===== src/rtl/slruPkg.sv =====
package slruPkg;
  localparam int WAYS      = 16;
  localparam int RANK_W    = $clog2(WAYS);
  localparam int LFSR_W    = 16;
  localparam logic [LFSR_W-1:0] LFSR_SEED = 16'hACE1;

  typedef struct packed {
    logic              touchEn;
    logic [RANK_W-1:0] touchWay;
    logic              touchRef;
    logic              ageEn;
    logic [RANK_W-1:0] ageWay;
  } ctrlStrobes_t;
endpackage


===== src/rtl/slruCtrl.sv =====
module slruCtrl
  import slruPkg::*;
(
  input  logic                           clk,
  input  logic                           rstN,
  input  logic                           hitValid,
  input  logic [RANK_W-1:0]              hitWay,
  input  logic                           allocReq,
  input  logic [LFSR_W-1:0]              promoMask,
  input  logic                           agingEn,
  input  logic [WAYS-1:0][RANK_W-1:0]    rankArr,
  input  logic [WAYS-1:0]                refArr,
  output logic [RANK_W-1:0]              victimWay,
  output ctrlStrobes_t                   strb
);
  localparam logic [WAYS-1:0] ALL_REF = '1;

  logic [LFSR_W-1:0] lfsrQ;
  logic              promote;
  logic [WAYS-1:0]   candMask;
  logic [RANK_W-1:0] bestRank;
  logic              found;
  logic [RANK_W-1:0] lruWay;

  always_ff @(posedge clk) begin
    if (!rstN) lfsrQ <= LFSR_SEED;
    else       lfsrQ <= {lfsrQ[LFSR_W-2:0], lfsrQ[15] ^ lfsrQ[13] ^ lfsrQ[12] ^ lfsrQ[10]};
  end

  assign promote = ((lfsrQ & promoMask) == '0);

  // Unreferenced segment first; whole set when it is empty.
  assign candMask = (refArr == ALL_REF) ? ALL_REF : ~refArr;

  always_comb begin
    found     = 1'b0;
    bestRank  = '1;
    victimWay = '0;
    for (int i = 0; i < WAYS; i++) begin
      if (candMask[i] && (!found || rankArr[i] < bestRank)) begin
        found     = 1'b1;
        bestRank  = rankArr[i];
        victimWay = RANK_W'(i);
      end
    end
  end

  always_comb begin
    lruWay = '0;
    for (int i = 0; i < WAYS; i++) begin
      if (rankArr[i] == '0) lruWay = RANK_W'(i);
    end
  end

  always_comb begin
    strb.touchEn  = allocReq | hitValid;
    strb.touchWay = allocReq ? victimWay : hitWay;
    strb.touchRef = allocReq ? promote : 1'b1;
    strb.ageEn    = allocReq & agingEn;
    strb.ageWay   = lruWay;
  end
endmodule


===== src/rtl/slruDatapath.sv =====
module slruDatapath
  import slruPkg::*;
(
  input  logic                        clk,
  input  logic                        rstN,
  input  ctrlStrobes_t                strb,
  output logic [WAYS-1:0][RANK_W-1:0] rankArr,
  output logic [WAYS-1:0]             refArr
);
  localparam logic [RANK_W-1:0] MRU_RANK = RANK_W'(WAYS - 1);

  logic [RANK_W-1:0] touchRank;
  assign touchRank = rankArr[strb.touchWay];

  for (genvar i = 0; i < WAYS; i++) begin : g_way
    always_ff @(posedge clk) begin
      if (!rstN) begin
        rankArr[i] <= RANK_W'(i);
        refArr[i]  <= 1'b0;
      end else begin
        if (strb.touchEn) begin
          if (strb.touchWay == RANK_W'(i))  rankArr[i] <= MRU_RANK;
          else if (rankArr[i] > touchRank)  rankArr[i] <= rankArr[i] - 1'b1;
        end
        if (strb.touchEn && strb.touchWay == RANK_W'(i)) refArr[i] <= strb.touchRef;
        else if (strb.ageEn && strb.ageWay == RANK_W'(i)) refArr[i] <= 1'b0;
      end
    end
  end
endmodule


===== src/rtl/slruVictimSel.sv =====
module slruVictimSel
  import slruPkg::*;
(
  input  logic                     clk,
  input  logic                     rstN,
  input  logic                     hitValid,
  input  logic [RANK_W-1:0]        hitWay,
  input  logic                     allocReq,
  input  logic [LFSR_W-1:0]        promoMask,
  input  logic                     agingEn,
  output logic [RANK_W-1:0]        victimWay,
  output logic [WAYS*RANK_W-1:0]   rankVec,
  output logic [WAYS-1:0]          refVec
);
  ctrlStrobes_t                strb;
  logic [WAYS-1:0][RANK_W-1:0] rankArr;
  logic [WAYS-1:0]             refArr;

  slruCtrl u_ctrl (
    .clk(clk), .rstN(rstN), .hitValid(hitValid), .hitWay(hitWay),
    .allocReq(allocReq), .promoMask(promoMask), .agingEn(agingEn),
    .rankArr(rankArr), .refArr(refArr), .victimWay(victimWay), .strb(strb)
  );

  slruDatapath u_dp (
    .clk(clk), .rstN(rstN), .strb(strb), .rankArr(rankArr), .refArr(refArr)
  );

  assign rankVec = rankArr;
  assign refVec  = refArr;
endmodule


===== config.mk =====
export PLATFORM = sky130hd
export DESIGN_NAME = slruVictimSel
export DESIGN_NICKNAME = d
export VERILOG_FILES = /design/src/rtl/slruPkg.sv /design/src/rtl/slruCtrl.sv /design/src/rtl/slruDatapath.sv /design/src/rtl/slruVictimSel.sv
export SDC_FILE = /design/constraint.sdc
export NUM_CORES = 1
export LEC_CHECK = 0
export BUFFER_PORTS_ARGS = -buffer_cell sky130_fd_sc_hd__buf_4
export CORE_ASPECT_RATIO = 0.6
export CORE_MARGIN = 3
export CORE_UTILIZATION = 60
export DETAILED_ROUTE_END_ITERATION = 10
export PLACE_DENSITY = 0.81
export SETUP_SLACK_MARGIN = 0.05
export SYNTH_ARGS = -nofsm -noshare
export SYNTH_HDL_FRONTEND = slang
export SYNTH_HIERARCHICAL = 1
export SYNTH_SLANG_ARGS = --single-unit

===== constraint.sdc =====
create_clock -name clk -period 39.8 [get_ports clk]
set_input_delay 7.96 -clock clk [delete_from_list [all_inputs] [get_ports clk]]
set_output_delay 7.96 -clock clk [all_outputs]
set_load 0.005 [all_outputs]

* Word level (Yosys, flattened, before mapping)
Cells that the tools add are included.
Word-level totals: bits of input ports 25, register bits 96, output and inout bits 84, logic and storage cells 391
Cells by class: muxes and demuxes 129, reduce and logical (&&, ||, !) cells 143, add/sub/neg operators 16, equality and inequality tests 31, bitwise gates (word level) 7, $lt $le $gt $ge 32
Operator list (count):
- 4-bit two-way mux | 65
- 4-bit zero test | 17
- 4-bit equality test, second input constant | 16
- 4-bit greater-than comparator | 16
- 2-bit nonzero test | 32
- 4-bit by 1-bit subtractor with 4-bit output, second input constant | 16
- 4-bit < comparator | 15
- 1-bit two-way mux | 50
- 1-bit logical AND | 47
- 4-bit by 3-bit equality test with 1-bit output, second input constant | 8
- 2-bit AND reduction | 16
- 3-bit two-way mux | 8
- 16-bit bitwise AND | 1
- 4-bit binary-select mux with 4-bit select | 1
- 16-bit equality test, second input constant | 1
- 4-bit by 2-bit equality test with 1-bit output, second input constant | 4
- 16-bit zero test | 1
- 16-bit two-way mux | 1
- 16-bit inverter | 1
- 1-bit zero test | 15
- 1-bit logical OR | 15
- 4-bit by 1-bit equality test with 1-bit output, second input constant | 2
- 2-bit two-way mux | 4
- 4-bit by 5-bit < comparator with 1-bit output, second input constant | 1
- 3 further kinds | 5

* Logic depth before layout (Yosys ltp)
Gate-level depths: netlist of the first run.
word-level depth 69, gate-level depth with buffers 142, mapped depth without buffers 135

* Modules after synthesis
The synthesis of the first run kept the hierarchy.
Modules (own cells, without submodules):
- slruDatapath | instances 1, area an instance 5672.9 µm², seq. area each 1601.5 µm², cells an instance 628
- slruCtrl | instances 1, area an instance 4463.0 µm², seq. area each 320.3 µm², cells an instance 655

* Worst setup path before layout of the first run
Ideal clock, no wire load.
kind flip-flop to output port, start register u_dp.refArr[1], end output victimWay[2], buffers on the path 5, setup slack 9.594 ns, arrival 22.246 ns, required time 31.840 ns, cell stages (with the launch flop) 125, cells stage by stage dfxtp_1 buf_2 nand4_1 or4_1 and2_1 nor2_1 ha_1 nand2_1 a21oi_1 a2111oi_1 o21ai_1 a21oi_1 inv_1 ha_1 and2_1 o21ai_0 a31o_1 nand2_2 [89 not listed] mux2i_1 ha_1 a21oi_1 nor2_1 a221o_1 or3_1 nor3_1 a311oi_4 mux2_4 ha_1 a21o_1 a21oi_1 a21oi_1 a221oi_1 nor2b_1 nand2_1 o211a_2 nand4_1
Between the ends: word-level cells in the longest chain between the ends 63, elaborated cells between the ends (all ways) 105, those cells by class order compare (15); eq/ne (1); mux (43); bitwise (1); reduce/logical (45)
RTL lines:
- from (decl) | line slruDatapath.sv:8 | output logic [WAYS-1:0] refArr
- from (signal, indexed assignment) | line slruDatapath.sv:25 | if (strb.touchEn && strb.touchWay == RANK_W'(i)) refArr[i] <= strb.touchRef;
- 16-bit equality test | line slruCtrl.sv:33 | assign candMask = (refArr == ALL_REF) ? ALL_REF : ~refArr;
- 16-bit two-way mux (*) | line slruCtrl.sv:33
- 4-bit two-way mux / 1-bit two-way mux (equally long branches) | line slruCtrl.sv:40 | if (candMask[i] && (!found || rankArr[i] < bestRank)) begin
- 4-bit < comparator / 1-bit zero test (equally long branches) | line slruCtrl.sv:40
- 1-bit logical OR | line slruCtrl.sv:40
- 1-bit logical AND | line slruCtrl.sv:40
- 4-bit two-way mux / 1-bit two-way mux (equally long branches) | line slruCtrl.sv:40
- 4-bit < comparator / 1-bit zero test (equally long branches) | line slruCtrl.sv:40
- [47 not listed]
- 4-bit < comparator / 1-bit zero test (equally long branches) | line slruCtrl.sv:40
- 1-bit logical OR | line slruCtrl.sv:40
- 1-bit logical AND | line slruCtrl.sv:40
- 4-bit two-way mux / 1-bit two-way mux (equally long branches) | line slruCtrl.sv:40
- 4-bit < comparator / 1-bit zero test (equally long branches) | line slruCtrl.sv:40
- 1-bit logical OR | line slruCtrl.sv:40
- 1-bit logical AND | line slruCtrl.sv:40
- 4-bit two-way mux (*) | line slruCtrl.sv:40
- to (decl) | line slruVictimSel.sv:11 | output logic [RANK_W-1:0] victimWay,
Mark *: on every way between the ends. The rest lies on a longest branch, timed or not.

* Final worst setup path of the first run
Ends and elaborated chain as after synthesis.

==> results of run 1 <==
critical path, delay by kind of cell, from the launching register on:
kind	cells	cell delay, ns
flops	1	0.65
buf+inv	13	0.99
mux	7	2.20
fa+ha+maj	15	4.45
simple gates	38	7.32
compound gates	47	11.54
worst min-delay path by stage:
stage	start	to	slack (ns)
6_report	u_ctrl/lfsrQ[1]	u_ctrl/lfsrQ[2]	0.46
5_1_grt	u_ctrl/lfsrQ[4]	u_ctrl/lfsrQ[5]	0.49
4_1_cts	u_ctrl/lfsrQ[5]	u_ctrl/lfsrQ[6]	0.46
3_5_place_dp	u_ctrl/lfsrQ[5]	u_ctrl/lfsrQ[6]	0.45
3_3_place_gp	u_ctrl/lfsrQ[5]	u_ctrl/lfsrQ[6]	0.44
2_1_floorplan	u_ctrl/lfsrQ[9]	u_ctrl/lfsrQ[10]	0.41
cell usage after synthesis, types with 12 or more instances:
| cell | n |
|---|---|
| ha_1 | 99 |
| clkbuf_1 | 23 |
| o211ai_1 | 36 |
| nand4_1 | 31 |
| o21ai_0 | 49 |
| mux4_1 | 12 |
| nand3_1 | 40 |
| and2_1 | 25 |
| nand2b_1 | 18 |
| mux2i_1 | 17 |
| or3_1 | 16 |
| nor2b_1 | 27 |
| a22oi_1 | 19 |
| a211oi_1 | 27 |
| and3_1 | 31 |
| nand2_1 | 101 |
| nor2_1 | 76 |
| nor3_1 | 34 |
| dfxtp_1 | 96 |
| a21o_1 | 13 |
| a31oi_1 | 13 |
| xnor2_1 | 37 |
| inv_1 | 85 |
| buf_2 | 15 |
| a21oi_1 | 131 |
layer usage:
layer | up-vias | routed length, um
li1 | 5057 | -
met1 | 5105 | 15600
met2 | 807 | 13800
met3 | 78 | 5310
met4 | 2 | 709
met5 | - | 13
through the flow:
step	cells	worst slack, ns	area [sq um]	util	hold WS [ns]
after detailed placement	1580	5.80	11100	0.675	0.445
after CTS	1596	5.22	11400	0.694	0.462
after global routing	1596	2.57	11400	0.694	0.488
after global placement	1580	6.81	11100	0.675	0.436
final	1597	4.27	11400	0.694	0.459
after floorplan	1283	9.59	10100	-	0.412
cells by family after synthesis:
| logic type | count (synthesis) |
|---|---|
| DFF | 96 |
| xor gates and xnor gates | 43 |
| buffers and inverters | 130 |
| muxes | 50 |
| and+or+nand+nor | 444 |
| adders and majority gates | 101 |
| AOI/OAI and AO/OA | 419 |
state kept, by name, summed over array words and instances, names as in the netlist:
register / count
u_dp/rankArr: 64
u_ctrl/lfsrQ: 16
u_dp/refArr: 16
area by class of cell:
cell class / instances / share of cell area
Timing Repair Buffer: 113 / 0.0746
Multi-Input combinational cell: 1057 / 0.676
Inverter: 86 / 0.0284
Clock inverter: 6 / 0.00594
Clock buffer: 10 / 0.0210
Antenna cell: 1 / 0.000220
Sequential cell: 96 / 0.169
Tap cell: 228 / 0.0251
==> impl_metrics.toml, run 1 <==
[run_status]
outcome = "finished clean"

[timing]
final_period_minus_worst_setup_slack_ns = 35.53
drv_slew = 0
finClkSkew_ns = 0.00864
rsz0062_at_grt = "false"
finalSetupViolations = 0
worstMarginPinSlew_ns = 1.11
hold_viol = 0
post-route-period-util = 0.893
slew_headroom = 0.255
fmax_ghz = 0.0281
setup_tns_ns = 0

[global_route]
grt_most_used_layer = "met1"
grt_use_total = 0.367
use_met3 = 0.123
use_met2 = 0.498
grt-ovfl-total = 0
grt_start_max_net_pins = 56
grt_pass1_vias = 9604
antenna_found_initial = 1
use_met1 = 0.548
grt_pass1_wl_um = 54200

[synthesis]
synth_fa_ha_area_frac = 0.124
synth_edf_count = 0
syn_nets = 1407
yosysTopAreaCell = "dfxtp_1"
synthXorXnorAreaFrac = 0.0372
synth_compound_area_frac = 0.288
muxShareOfSynthArea = 0.0815
synth_area_sq_um = 10100
netlist_top_cells_area = "dfxtp_1, ha_1, a21oi_1, nand2_1, xnor2_1"
avgSynthCellArea_sq_um = 7.90
synth.distinct_cells = 92
syn_inst = 1283
yosysSeqAreaShare = 0.190
ys_warn_count = 6
synth_top_family_by_area = "compound AO/OA/AOI/OAI gates"
synth_simple_gate_area_frac = 0.227
synth_seq_cells = 96
synthArstFlopShare = 0
synthFlopType = "dfxtp_1"
synth_top_area_share = 0.190

[place]
gp_congestion = 0.985
io_buffer_count = 108
dp.final_hpwl_um = 25800

[drt]
vias_per_cell = 6.92
drc_errors = 0
post_drt_wl_per_cell_um = 22.2
ant_nets = 0
first_pass_iters = 6
drtIter0Drc = 1803
dr_total_vias = 11000
wl_um = 35400

[setup_path]
cp.required_ns = 31.84
r2r_slack_ns = 8.47
crit_type = "reg2out"
rr_endpoint = "u_dp/rankArr[26]"
startpoint = "u_dp/refArr[1]"
cp.arrival_ns = 27.57
cp-start-kind = "flop"
rr_worst_depth = 129
path_max_fanout = 13
slowest_stage = "or4_1"
end_kind = "primary output"
r2r_start = "u_dp/refArr[1]"
crit_end = "victimWay[2]"
slowest_delay_ns = 0.87

[cells_and_area]
n_fill_cell = 1381
regArea_sq_um = 1920
area_growth_pct = 12.2
final_net_count = 1487
multiInputGateArea_sq_um = 7690
layout_commonest_cell = "a21oi_1"
mostFrequentLayoutCells = "a21oi_1, buf_4, nand2_1, ha_1, dfxtp_1"
layout-drive-gt1-share = 0.135

[flow_run]
maxCapViolations = 0

[clock_network]
cts_tree = "yes"
post_cts_buffers = 0
htreeDepth = 3
root_buffer = "clkbuf_16"
clk_pin_slew_ns = 0.07
cts_made_buffers = 9
ctsHoldBuffers = 0
cts_resized = 0
clk_path_buf_depth = 2
clk_latency_ns = 0.36
cts_sinks = 96

[die]
coreArea_sq_um = 16400
die-area_sq_um = 18500
boundaryPins = 109
die_y_um = 107
start_util = 0.618
die_w_um = 174
rows = 36

[min_path]
hold_path_depth = 1
min_path_type = "reg2reg"
Power of run 1 is not shown: default switching activity piles up to over one toggle a cycle in this logic, so the estimate is an artifact.
==> run 2: changes to the inputs <==
--- a/config.mk
+++ b/config.mk
@@ -5,6 +5,7 @@
 export SDC_FILE = /design/constraint.sdc
 export NUM_CORES = 1
 export LEC_CHECK = 0
+export ABC_AREA = 1
 export BUFFER_PORTS_ARGS = -buffer_cell sky130_fd_sc_hd__buf_4
 export CORE_ASPECT_RATIO = 0.6
 export CORE_MARGIN = 3
==> impl_metrics.toml, run 2 <==
[cells_and_area]
largest_reg_flops = 64
layout-drive-gt1-share = 0.141
final_cell_area_sq_um = 11400
layout_commonest_cell = "nand2_1"
num_antenna_cells = 0
top_regs = "u_dp/rankArr (64), u_ctrl/lfsrQ (16), u_dp/refArr (16)"
area_growth_pct = 13.0
largest_register = "u_dp/rankArr"
mostFrequentLayoutCells = "nand2_1, inv_1, nand3_1, buf_4, nor2_1"
final_util = 0.715
final_net_count = 1876

[place]
detailed_place.area_sq_um = 11100
dp.final_hpwl_um = 25300
io_buffer_count = 108
gp_congestion = 0.973

[drt]
drtIter0Drc = 1630
dr_total_vias = 11400
first_pass_iters = 6
ant_nets = 0
wl_met2_um = 12900
drc_errors = 0
vias_per_cell = 5.74
wl_um = 33000
dr.max_layer_used = "met4"
post_drt_wl_per_cell_um = 16.7
wl_met3_um = 4140
drt-met1-wl_um = 15400

[clock_network]
cts_sinks = 96
clk_pin_slew_ns = 0.08
cts_resized = 0
clk_path_buf_depth = 2
ctsHoldBuffers = 0
root_buffer = "clkbuf_16"
clk_latency_ns = 0.36
htreeDepth = 3
post_cts_buffers = 0
cts_tree = "yes"
cts_made_buffers = 9

[timing]
hold_viol = 0
finClkSkew_ns = 0.0102
finalSetupViolations = 0
post-route-period-util = 0.632
final_period_minus_worst_setup_slack_ns = 25.15
rsz0062_at_grt = "false"
setup_tns_ns = 0
fmax_ghz = 0.0398
drv_slew = 0
slew_headroom = 0.229
worstMarginPinSlew_ns = 1.15

[global_route]
grt_use_total = 0.351
antenna_found_initial = 0
grt_pass1_wl_um = 52600
grt-ovfl-total = 0
grt_pass1_vias = 10200
grt_start_max_net_pins = 56

[setup_path]
critical_path.top_delay_family = "compound AO/OA/AOI/OAI gates"
crit_type = "reg2out"
cp-start-kind = "flop"
cpMostUsedCell = "nand2_4"
cp.required_ns = 31.84
crit_buf_inv = 26
path_max_fanout = 10
slowest_delay_ns = 0.51
slowest_stage = "o21ai_0"
cp.arrival_ns = 17.19
end_kind = "primary output"

[synthesis]
syn_nets = 1771
synth_seq_cells = 96
synthArstFlopShare = 0
syn_inst = 1647
synth.distinct_cells = 44
synthFlopType = "dfxtp_1"
yosysTopAreaCell = "dfxtp_1"
netlist_top_cells_area = "dfxtp_1, nand2_1, ha_1, nand3_1, inv_1"
synth_top_area_share = 0.191
avgSynthCellArea_sq_um = 6.11
synth_area_sq_um = 10100
synth.most_common_cell = "nand2_1"
synth_edf_count = 0
yosysSeqAreaShare = 0.191
synth_common_cells = "nand2_1, inv_1, nand3_1"
ys_warn_count = 6

[die]
boundaryPins = 109
die-area_sq_um = 18400
rows = 35
die_y_um = 106
coreArea_sq_um = 15900
start_util = 0.633
die_w_um = 173

[run_status]
outcome = "finished clean"

[flow_run]
maxCapViolations = 0

[min_path]
min_path_type = "reg2reg"
run 2: changes by cell type after synthesis, sizes merged, moves of 20 or more:
cell | previous run | this run
nand2 | 102 | 546
inv | 86 | 297
nand3 | 40 | 226
a21oi | 131 | 44
xnor2 | 37 | 1
and3 | 31 | 0
nor2 | 76 | 107
nor2b | 27 | 0
and2 | 25 | 0
nor3 | 34 | 10
o211ai | 37 | 13
o22ai | 6 | 27
mux4 | 20 | 0
run 2: stage by stage:
stage                     setup WS, ns  hold slack [ns]  instances
final                            14.65            0.432       1979
after CTS                        15.05            0.430       1979
after floorplan                  18.01            0.404       1647
after detailed placement         15.56            0.418       1963
after global placement           16.15            0.416       1963
after global routing             12.99            0.458       1979
run 2: kinds of logic (layout without fill, tap and decap cells):
group | count (synthesis) | in the layout | share of synthesized area
and+or+nand+nor | 914 | 914 | 0.421
buffers and inverters | 321 | 431 | 0.125
AOI/OAI and AO/OA | 192 | 192 | 0.119
adders and majority gates | 99 | 99 | 0.123
DFF | 96 | 96 | 0.191
xor gates and xnor gates | 25 | 25 | 0.0218
run 2: layout make-up:
| type | count | area [sq um] |
|---|---|---|
| Clock inverter | 7 | 75.1 |
| Sequential cell | 96 | 1920 |
| Timing Repair Buffer | 112 | 841 |
| Tap cell | 222 | 278 |
| Clock buffer | 9 | 225 |
| Fill cell | 1433 | 4530 |
| Inverter | 303 | 1140 |
| Multi-Input combinational cell | 1230 | 6890 |
run 2: path summary, 6_finish.rpt:
kind | end | slack (ns) | from | cells past startpoint
min | u_ctrl/lfsrQ[2] | 0.43 | u_ctrl/lfsrQ[1] | 2
min reg2reg | u_ctrl/lfsrQ[2] | 0.43 | u_ctrl/lfsrQ[1] | 2
max reg2reg | u_dp/rankArr[1] | 19.33 | u_dp/refArr[1] | 141
max | victimWay[1] | 14.65 | u_dp/refArr[1] | 126
run 2: per-layer routing:
metal,vias up,GRT usage
met4,0,0.0803
met1,5082,0.532
met2,673,0.499
met5,-,0
li1,5546,-
met3,59,0.0792
run 2: tightest hold or removal path: stages, from the launching register on:
cell and delay, ns:
dfxtp_1 0.32, nand2_1 0.05, inv_1 0.03
Power of run 2 is left out for the same reason.
